--- src/rtl/ovl_pkg.sv ---
// Package: shared types for the cursor/blink overlay.
// Assumes: the consumers pick their own widths through parameters.
package ovl_pkg;
    // Blink phase: show the character, or fill the whole cell.
    typedef enum logic {
        PH_CHAR = 1'b0,
        PH_FILL = 1'b1
    } blink_phase_e;

    // Decision made for one scanned row.
    typedef enum logic [1:0] {
        SEL_PASS  = 2'd0,
        SEL_FILL  = 2'd1,
        SEL_BLANK = 2'd2
    } row_sel_e;
endpackage

--- src/rtl/ovl_blink_timer.sv ---
// Module: blink phase timer.
// Counts oscillator ticks and toggles the phase every HALF_TICKS ticks.
// Assumes: osc_tick is a one-cycle pulse synchronous to clk; reset is synchronous.
module ovl_blink_timer
    import ovl_pkg::*;
#(
    parameter int HALF_TICKS = 75000
) (
    input  logic         clk,
    input  logic         rst_n,
    input  logic         osc_tick,
    output blink_phase_e phase
);
    localparam int CNT_W = (HALF_TICKS > 1) ? $clog2(HALF_TICKS) : 1;
    localparam logic [CNT_W-1:0] LAST = CNT_W'(HALF_TICKS - 1);

    logic [CNT_W-1:0] cnt_q;
    blink_phase_e     phase_q;
    logic             wrap;

    // Purpose: detect the last tick of a half period.
    always_comb wrap = osc_tick && (cnt_q == LAST);

    // Purpose: advance the tick count and flip the phase on wrap.
    always_ff @(posedge clk) begin
        if (!rst_n) begin
            cnt_q   <= '0;
            phase_q <= PH_CHAR;
        end else if (wrap) begin
            cnt_q   <= '0;
            phase_q <= (phase_q == PH_CHAR) ? PH_FILL : PH_CHAR;
        end else if (osc_tick) begin
            cnt_q   <= cnt_q + 1'b1;
        end
    end

    assign phase = phase_q;

    // the phase holds while no tick arrives.
    a_r3_phase_holds: assert property (@(posedge clk) disable iff (!rst_n)
        !osc_tick |=> $stable(phase_q));
    // the count never runs past the half period.
    a_r3_cnt_bound: assert property (@(posedge clk) disable iff (!rst_n)
        cnt_q <= LAST);
endmodule

--- src/rtl/ovl_row_compose.sv ---
// Module: decides the treatment of the scanned row.
// Fill means all dots lit (cursor row or blink fill half), blank means display off.
// Assumes: phase comes from ovl_blink_timer; the inputs are stable for the cycle.
module ovl_row_compose
    import ovl_pkg::*;
#(
    parameter int ROW_W      = 3,
    parameter int CURSOR_ROW = 7
) (
    input  logic             disp_en,
    input  logic             cursor_en,
    input  logic             blink_en,
    input  logic             cgram_access,
    input  logic             cell_is_cursor,
    input  logic [ROW_W-1:0] dot_row,
    input  blink_phase_e     phase,
    output row_sel_e         sel
);
    localparam logic [ROW_W-1:0] UL_ROW = ROW_W'(CURSOR_ROW);

    logic overlay_ok;
    logic cursor_hit;
    logic blink_hit;

    // Purpose: qualify the overlay and pick the row treatment.
    always_comb begin
        overlay_ok = cell_is_cursor && !cgram_access;
        cursor_hit = overlay_ok && cursor_en && (dot_row == UL_ROW);
        blink_hit  = overlay_ok && blink_en && (phase == PH_FILL);
        if (!disp_en)
            sel = SEL_BLANK;
        else if (cursor_hit || blink_hit)
            sel = SEL_FILL;
        else
            sel = SEL_PASS;
    end
endmodule

--- src/rtl/ovl_dot_mux.sv ---
// Module: per-dot selector that applies the row treatment to each dot.
// Assumes: sel is one of the values of row_sel_e.
module ovl_dot_mux
    import ovl_pkg::*;
#(
    parameter int DOT_W = 5
) (
    input  row_sel_e         sel,
    input  logic [DOT_W-1:0] char_dots,
    output logic [DOT_W-1:0] dots
);
    for (genvar g = 0; g < DOT_W; g++) begin : g_dot
        // Purpose: choose this dot's level.
        always_comb begin
            unique case (sel)
                SEL_FILL:  dots[g] = 1'b1;
                SEL_BLANK: dots[g] = 1'b0;
                default:   dots[g] = char_dots[g];
            endcase
        end
    end
endmodule

--- src/rtl/cursor_blink_overlay.sv ---
// Module: cursor and blink overlay generator (top).
// Combines the blink timer, the row decision and the dot mux, and registers the result.
// Assumes: synchronous active-low reset; inputs change only between clock edges.
module cursor_blink_overlay
    import ovl_pkg::*;
#(
    parameter int DOT_W      = 5,
    parameter int ROW_W      = 3,
    parameter int CURSOR_ROW = 7,
    parameter int HALF_TICKS = 75000
) (
    input  logic             clk,
    input  logic             rst_n,
    input  logic             osc_tick,
    input  logic             disp_en,
    input  logic             cursor_en,
    input  logic             blink_en,
    input  logic             cgram_access,
    input  logic             cell_is_cursor,
    input  logic [ROW_W-1:0] dot_row,
    input  logic [DOT_W-1:0] char_dots,
    output logic [DOT_W-1:0] dots_out
);
    localparam logic [ROW_W-1:0] UL_ROW = ROW_W'(CURSOR_ROW);
    localparam logic [DOT_W-1:0] ALL_ON = '1;

    blink_phase_e     phase;
    row_sel_e         sel;
    logic [DOT_W-1:0] dots_d;
    logic [DOT_W-1:0] dots_q;

    ovl_blink_timer #(.HALF_TICKS(HALF_TICKS)) timer_i (
        .clk      (clk),
        .rst_n    (rst_n),
        .osc_tick (osc_tick),
        .phase    (phase)
    );

    ovl_row_compose #(.ROW_W(ROW_W), .CURSOR_ROW(CURSOR_ROW)) compose_i (
        .disp_en        (disp_en),
        .cursor_en      (cursor_en),
        .blink_en       (blink_en),
        .cgram_access   (cgram_access),
        .cell_is_cursor (cell_is_cursor),
        .dot_row        (dot_row),
        .phase          (phase),
        .sel            (sel)
    );

    ovl_dot_mux #(.DOT_W(DOT_W)) mux_i (
        .sel       (sel),
        .char_dots (char_dots),
        .dots      (dots_d)
    );

    // Purpose: register the final dot pattern.
    always_ff @(posedge clk) begin
        if (!rst_n) dots_q <= '0;
        else        dots_q <= dots_d;
    end

    assign dots_out = dots_q;

    // display off gives a dark row on the next cycle.
    a_r8_dark: assert property (@(posedge clk) disable iff (!rst_n)
        !disp_en |=> dots_q == '0);
    // RAM access lets the character through untouched.
    a_r6_cgram_pass: assert property (@(posedge clk) disable iff (!rst_n)
        (disp_en && cgram_access) |=> dots_q == $past(char_dots));
    // other cells are never modified.
    a_r7_plain_cell: assert property (@(posedge clk) disable iff (!rst_n)
        (disp_en && !cell_is_cursor) |=> dots_q == $past(char_dots));
    // underline row of the cursor cell is fully lit.
    a_r2_underline: assert property (@(posedge clk) disable iff (!rst_n)
        (disp_en && cell_is_cursor && !cgram_access && cursor_en && dot_row == UL_ROW)
        |=> dots_q == ALL_ON);
endmodule

--- config.mk ---
export PLATFORM = sky130hd
export DESIGN_NAME = cursor_blink_overlay
export DESIGN_NICKNAME = d
export VERILOG_FILES = /design/src/rtl/ovl_pkg.sv /design/src/rtl/ovl_blink_timer.sv /design/src/rtl/ovl_row_compose.sv /design/src/rtl/ovl_dot_mux.sv /design/src/rtl/cursor_blink_overlay.sv
export SDC_FILE = /design/constraint.sdc
export NUM_CORES = 1
export LEC_CHECK = 0
export CAP_MARGIN = 10
export CORE_MARGIN = 3
export CORE_UTILIZATION = 44
export DETAILED_ROUTE_END_ITERATION = 10
export PLACE_DENSITY_LB_ADDON = 0.3
export SYNTH_ARGS = -nofsm -noshare
export SYNTH_HDL_FRONTEND = slang
export SYNTH_SLANG_ARGS = --single-unit
export TNS_END_PERCENT = 20
--- constraint.sdc ---
create_clock -name clk -period 1.9 [get_ports clk]
set_input_delay 0.19 -clock clk [delete_from_list [all_inputs] [get_ports clk]]
set_output_delay 0.19 -clock clk [all_outputs]
set_load 0.005 [all_outputs]
# Yosys cells after proc, flatten, opt, wreduce, memory -nomap -nowiden
# Cells that the tools add are included.
dict set report word_totals {
  out_inout_bits 5
  word_cells 26
  regBits 23
  in_bits 16
}
dict set report op_classes {
  addsub 1
  bitwise 1
  reduce_logical 9
  eq_ne 4
  mux 8
}
# op n
set op_table {}
lappend op_table {{$add A17 B1 Y17 const B} 1}
lappend op_table {{$eq A17 B17 Y1 const B} 1}
lappend op_table {{$pmux W1 S2} 5}
lappend op_table {{$logic_and A1 B1 Y1} 6}
lappend op_table {{$eq A3 B3 Y1 const B} 1}
lappend op_table {{$eq A2 B1 Y1 const B} 1}
lappend op_table {{$eq A2 B2 Y1 const B} 1}
lappend op_table {{$mux W1} 2}
lappend op_table {{$mux W2} 1}
lappend op_table {{$reduce_or A2 Y1} 1}
lappend op_table {{$logic_not A1 Y1} 1}
lappend op_table {{$logic_or A1 B1 Y1} 1}
lappend op_table {{$not A1 Y1} 1}

# Longest topological paths before layout
# Gate-level depths: netlist of run 1.
dict set report depth {
  ltp_word 9
  depth_mapped 6
}

# Cells and area by module
# A second synthesis of run 1 with hierarchy kept.
dict set report unflattened {
  cells_unflattened 114
  hier_area_um2 1057.3
}
# mod area_per_inst_um2 cells_each instances
set modules_own_cells {}
lappend modules_own_cells {ovl_blink_timer 823.3 92 1}
lappend modules_own_cells {cursor_blink_overlay 131.4 10 1}
lappend modules_own_cells {ovl_dot_mux 72.6 7 1}
lappend modules_own_cells {ovl_row_compose 30.0 5 1}

# Worst setup path before layout of run 1
# OpenSTA, ideal clock, no wires.
dict set report synth_timing {
  path_kind {reg-to-reg}
  start {register timer_i.cnt_q[0]}
  end {register timer_i.cnt_q[16]}
  arrival_time_ns 1.754
  n_path_buf 1
  t_required_ns 1.785
  slack_ns 0.031
  path_stages_with_launch 7
  cell_sequence {dfxtp_1 ha_1 nand3_1 or4_2 o21ai_4 buf_4 nor2_1}
}
dict set report synth_via {
  elab_chain_len 3
  word_cells_on_any_way 4
  classes_between {add/sub (1); eq/ne (1); reduce/logical (2)}
}
# element line
set synth_rtl {}
lappend synth_rtl {{start: declaration} ovl_blink_timer.sv:17} ;# logic [CNT_W-1:0] cnt_q;
lappend synth_rtl {{start signal: assignment} ovl_blink_timer.sv:33} ;# cnt_q <= cnt_q + 1'b1;
lappend synth_rtl {{branches (longest 3 deep; another with $add A17 B1 Y17)} --}
# Several ways; the timed one is not identified.
# A chain may end at the register's enable or synchronous reset.

# Worst setup path after layout of run 1
dict set report layout_timing {
  start {register timer_i.cnt_q[14]}
  end {register timer_i.phase_q, in the netlist timer_i.phase}
}
dict set report layout_via {
  elab_chain_len 2
}
# element line
set layout_rtl {}
lappend layout_rtl {{$eq A17 B17 Y1} ovl_blink_timer.sv:22} ;# always_comb wrap = osc_tick && (cnt_q == LAST);
lappend layout_rtl {{$logic_and A1 B1 Y1} ovl_blink_timer.sv:22}
lappend layout_rtl {{end signal: assignment} ovl_blink_timer.sv:31} ;# phase_q <= (phase_q == PH_CHAR) ? PH_FILL : PH_CHAR;
lappend layout_rtl {{end: declaration} ovl_blink_timer.sv:18} ;# blink_phase_e phase_q;
# No other way between the ends.

==> results of run 1 <==
-- what timing repair did --
item	in CTS	in global routing
endpoints found under the setup margin	1	1
pin swaps	2	0
resized for setup	1	1
endpoints found under the hold margin	0	0
-- sequential cells by signal (all words and copies together) (netlist names) --
name / flops
timer_i.cnt_q: 17
dots_out: 5
timer_i.phase: 1
-- per-stage QoR --
stage               hold WS (ns)  std cells
floorplan                  0.311        113
global placement           0.477        170
detailed placement         0.510        170
CTS                        0.453        174
global route               0.459        174
finish                     0.458        174
-- area by class of cell --
| type | count | area (um2) |
|---|---|---|
| timing repair buffer | 33 | 310 |
| multi-input combinational | 86 | 519 |
| inverter | 1 | 3.75 |
| fill | 167 | 688 |
| sequential | 23 | 460 |
| clock buffer | 4 | 26.3 |
| tap | 27 | 33.8 |
-- critical path, cell delays in order (launching register included) --
cell and delay (ns):
dfxtp_1 0.33, or4b_4 0.53, or4_4 0.46, or3_1 0.32, a21boi_1 0.15
-- how the worst max path moves through the flow --
| stage | slack [ns] | end | cells past startpoint |
|---|---|---|---|
| 6_report | 0.04 | timer_i.phase | 4 |
| 5_1_grt | -0.009 | timer_i.phase | 4 |
| 4_1_cts | 0.01 | timer_i.phase | 4 |
| 3_5_place_dp | -0.17 | timer_i.phase | 5 |
| 3_3_place_gp | -0.09 | timer_i.phase | 5 |
| 2_1_floorplan | 0.03 | timer_i.cnt_q[16] | 6 |
-- routing by layer --
layer | wire (um) | share of wire [%]
met1 | 1030 | 46
met2 | 1100 | 50
met3 | 85 | 3.8
met4 | 0 | 0
met5 | 0 | 0
-- power by group --
part / total (mW) / switching (mW) / internal (mW)
clock network: 0.217 / 0.136 / 0.0817
registers: 0.495 / 0.00387 / 0.491
logic: 0.0819 / 0.0279 / 0.0541
-- cells by family (layout without fill, tap and decap cells) --
group | count (synthesis) | after routing | share of synthesized area, %
xor+xnor | 15 | 15 | 13.2
flops | 23 | 23 | 46.3
buf+inv | 4 | 38 | 2.01
mux | 1 | 1 | 1.01
simple gates | 63 | 63 | 30.7
fa+ha+maj | 1 | 1 | 1.26
compound gates | 6 | 6 | 5.42
-- cells in the mapped netlist --
cell type   n
nor2_1     29
dfxtp_1    23
xnor2_1    12
nand4_1    10
nand2_1     8
nor4_1      5
nand3_1     3
nor3_1      3
xor2_1      3
a21boi_1    1
a21o_2      1
a21oi_1     1
buf_2       1
buf_4       1
clkbuf_1    1
ha_1        1
inv_1       1
mux2i_1     1
nand2b_1    1
o2111a_1    1
o21ai_0     1
o21ai_4     1
or3_1       1
or4_2       1
or4_4       1
or4b_1      1
==> reports/qor.yml, run 1 <==
cts_sinks: 23
powerDensity_nw_per_um2: 587
clk_pin_slew_worst_paths_ns: 0.12
worst_slack_ns: 0.0364
outcome: "finished clean"
vias: 891
cp.arrival_ns: 2.09
first_iter_violations: 15
setup_tns_ns: 0
synth_cell_types: 26
synthTopCellsByArea: "dfxtp_1, nor2_1, xnor2_1, nand4_1, nor4_1"
leakage_nw: 0.474
h-tree-depth: 1
antenna_found_initial: 0
gr-max-usage-layer: "met2"
start_kind: "flip-flop"
path_max_fanout: 3
cts_buffers: 3
yosysTopAreaCell: "dfxtp_1"
worstSetupStartpoint: "timer_i.cnt_q[14]"
rr_endpoint: "timer_i.phase"
die_height_um: 53.5
port_buffers: 20
post_drt_wl_per_cell_um: 12.8
grt_util_met1_pct: 23.0
max_freq_mhz: 537
use_met2_pct: 26.5
synth-warning-count: 0
mostFrequentLayoutCell: "nor2_1"
worstHoldEndpoint: "dots_out[1]"
gr-total-overflow: 0
nNetsFinal: 165
rsz0062_at_grt: "yes"
hold_start: "char_dots[1]"
rrSetupSlack_ns: 0.04
rows: 16
root_buffer: "clkbuf_4"
crit-reg2reg-launch: "timer_i.cnt_q[14]"
drc: 0
min_period_ns: 1.86
synth_top_area_share_pct: 46.3
cts_hold_buffers: 0
setup_viol: 0
dieArea_um2: 2860
syn_area_um2: 993
worst_pin_slew_ns: 0.376
post-place-ws_ns: -0.172
relSlewSlack_pct: 75.0
hold_viol: 0
die_w_um: 53.5
cp.required_ns: 2.13
firstDrtPassIters: 4
post_dp_cell_area_um2: 1320
p_total_mw: 0.794
grt_util_all_layers_pct: 16.8
met3_usage_pct: 2.82
grt_pass1_wl_um: 3550
n_antenna_cell: 0
ys_ff_latch: 23
core-area_um2: 2040
cp-end-kind: "flip-flop"
ys_seq_area_share_pct: 46.3
place_hpwl_um: 1710
utilization_pct: 66.3
syn-num-nets: 130
antenna_left: 0
postCtsSetupBuffers: 0
skew_ns: 0.00827
hold_depth: 3
cts_tree: "done"
crit_type: "reg2reg"
drive_above_1_share_pct: 14.3
gp_congestion: 0.814
hp-class: "in2reg"
totalWireLength_um: 2220
ir_drop_v: 0.000445
syn_to_final_growth_pct: 36.3
netlist_instances: 113
clk_latency_ns: 0.30
layout_common_cells: "nor2_1, dfxtp_1, clkdlybuf4s50_1, xnor2_1, buf_4"
cts.path.max_buffers: 2
finalCritPeriodShare_pct: 98.1
grt_pass1_vias: 797
r2r_cells: 4
grt_max_degree: 17
start_util_pct: 48.7
via_per_inst: 5.12
drv_cap: 0
ioPinCount: 21
slew_viol_final: 0
fin_area_um2: 1350
synth_area_per_cell_um2: 8.79
No activity file was read; power rests on OpenSTA's default activity.
==> inputs of run 2 (changes only) <==
--- a/config.mk
+++ b/config.mk
@@ -8,6 +8,7 @@
 export CAP_MARGIN = 10
 export CORE_MARGIN = 3
 export CORE_UTILIZATION = 44
+export CTS_CLUSTER_DIAMETER = 200
 export DETAILED_ROUTE_END_ITERATION = 10
 export PLACE_DENSITY_LB_ADDON = 0.3
 export SYNTH_ARGS = -nofsm -noshare
==> results of run 2 <==
No change in the layout: final DEF, timing and power equal those of run 1.
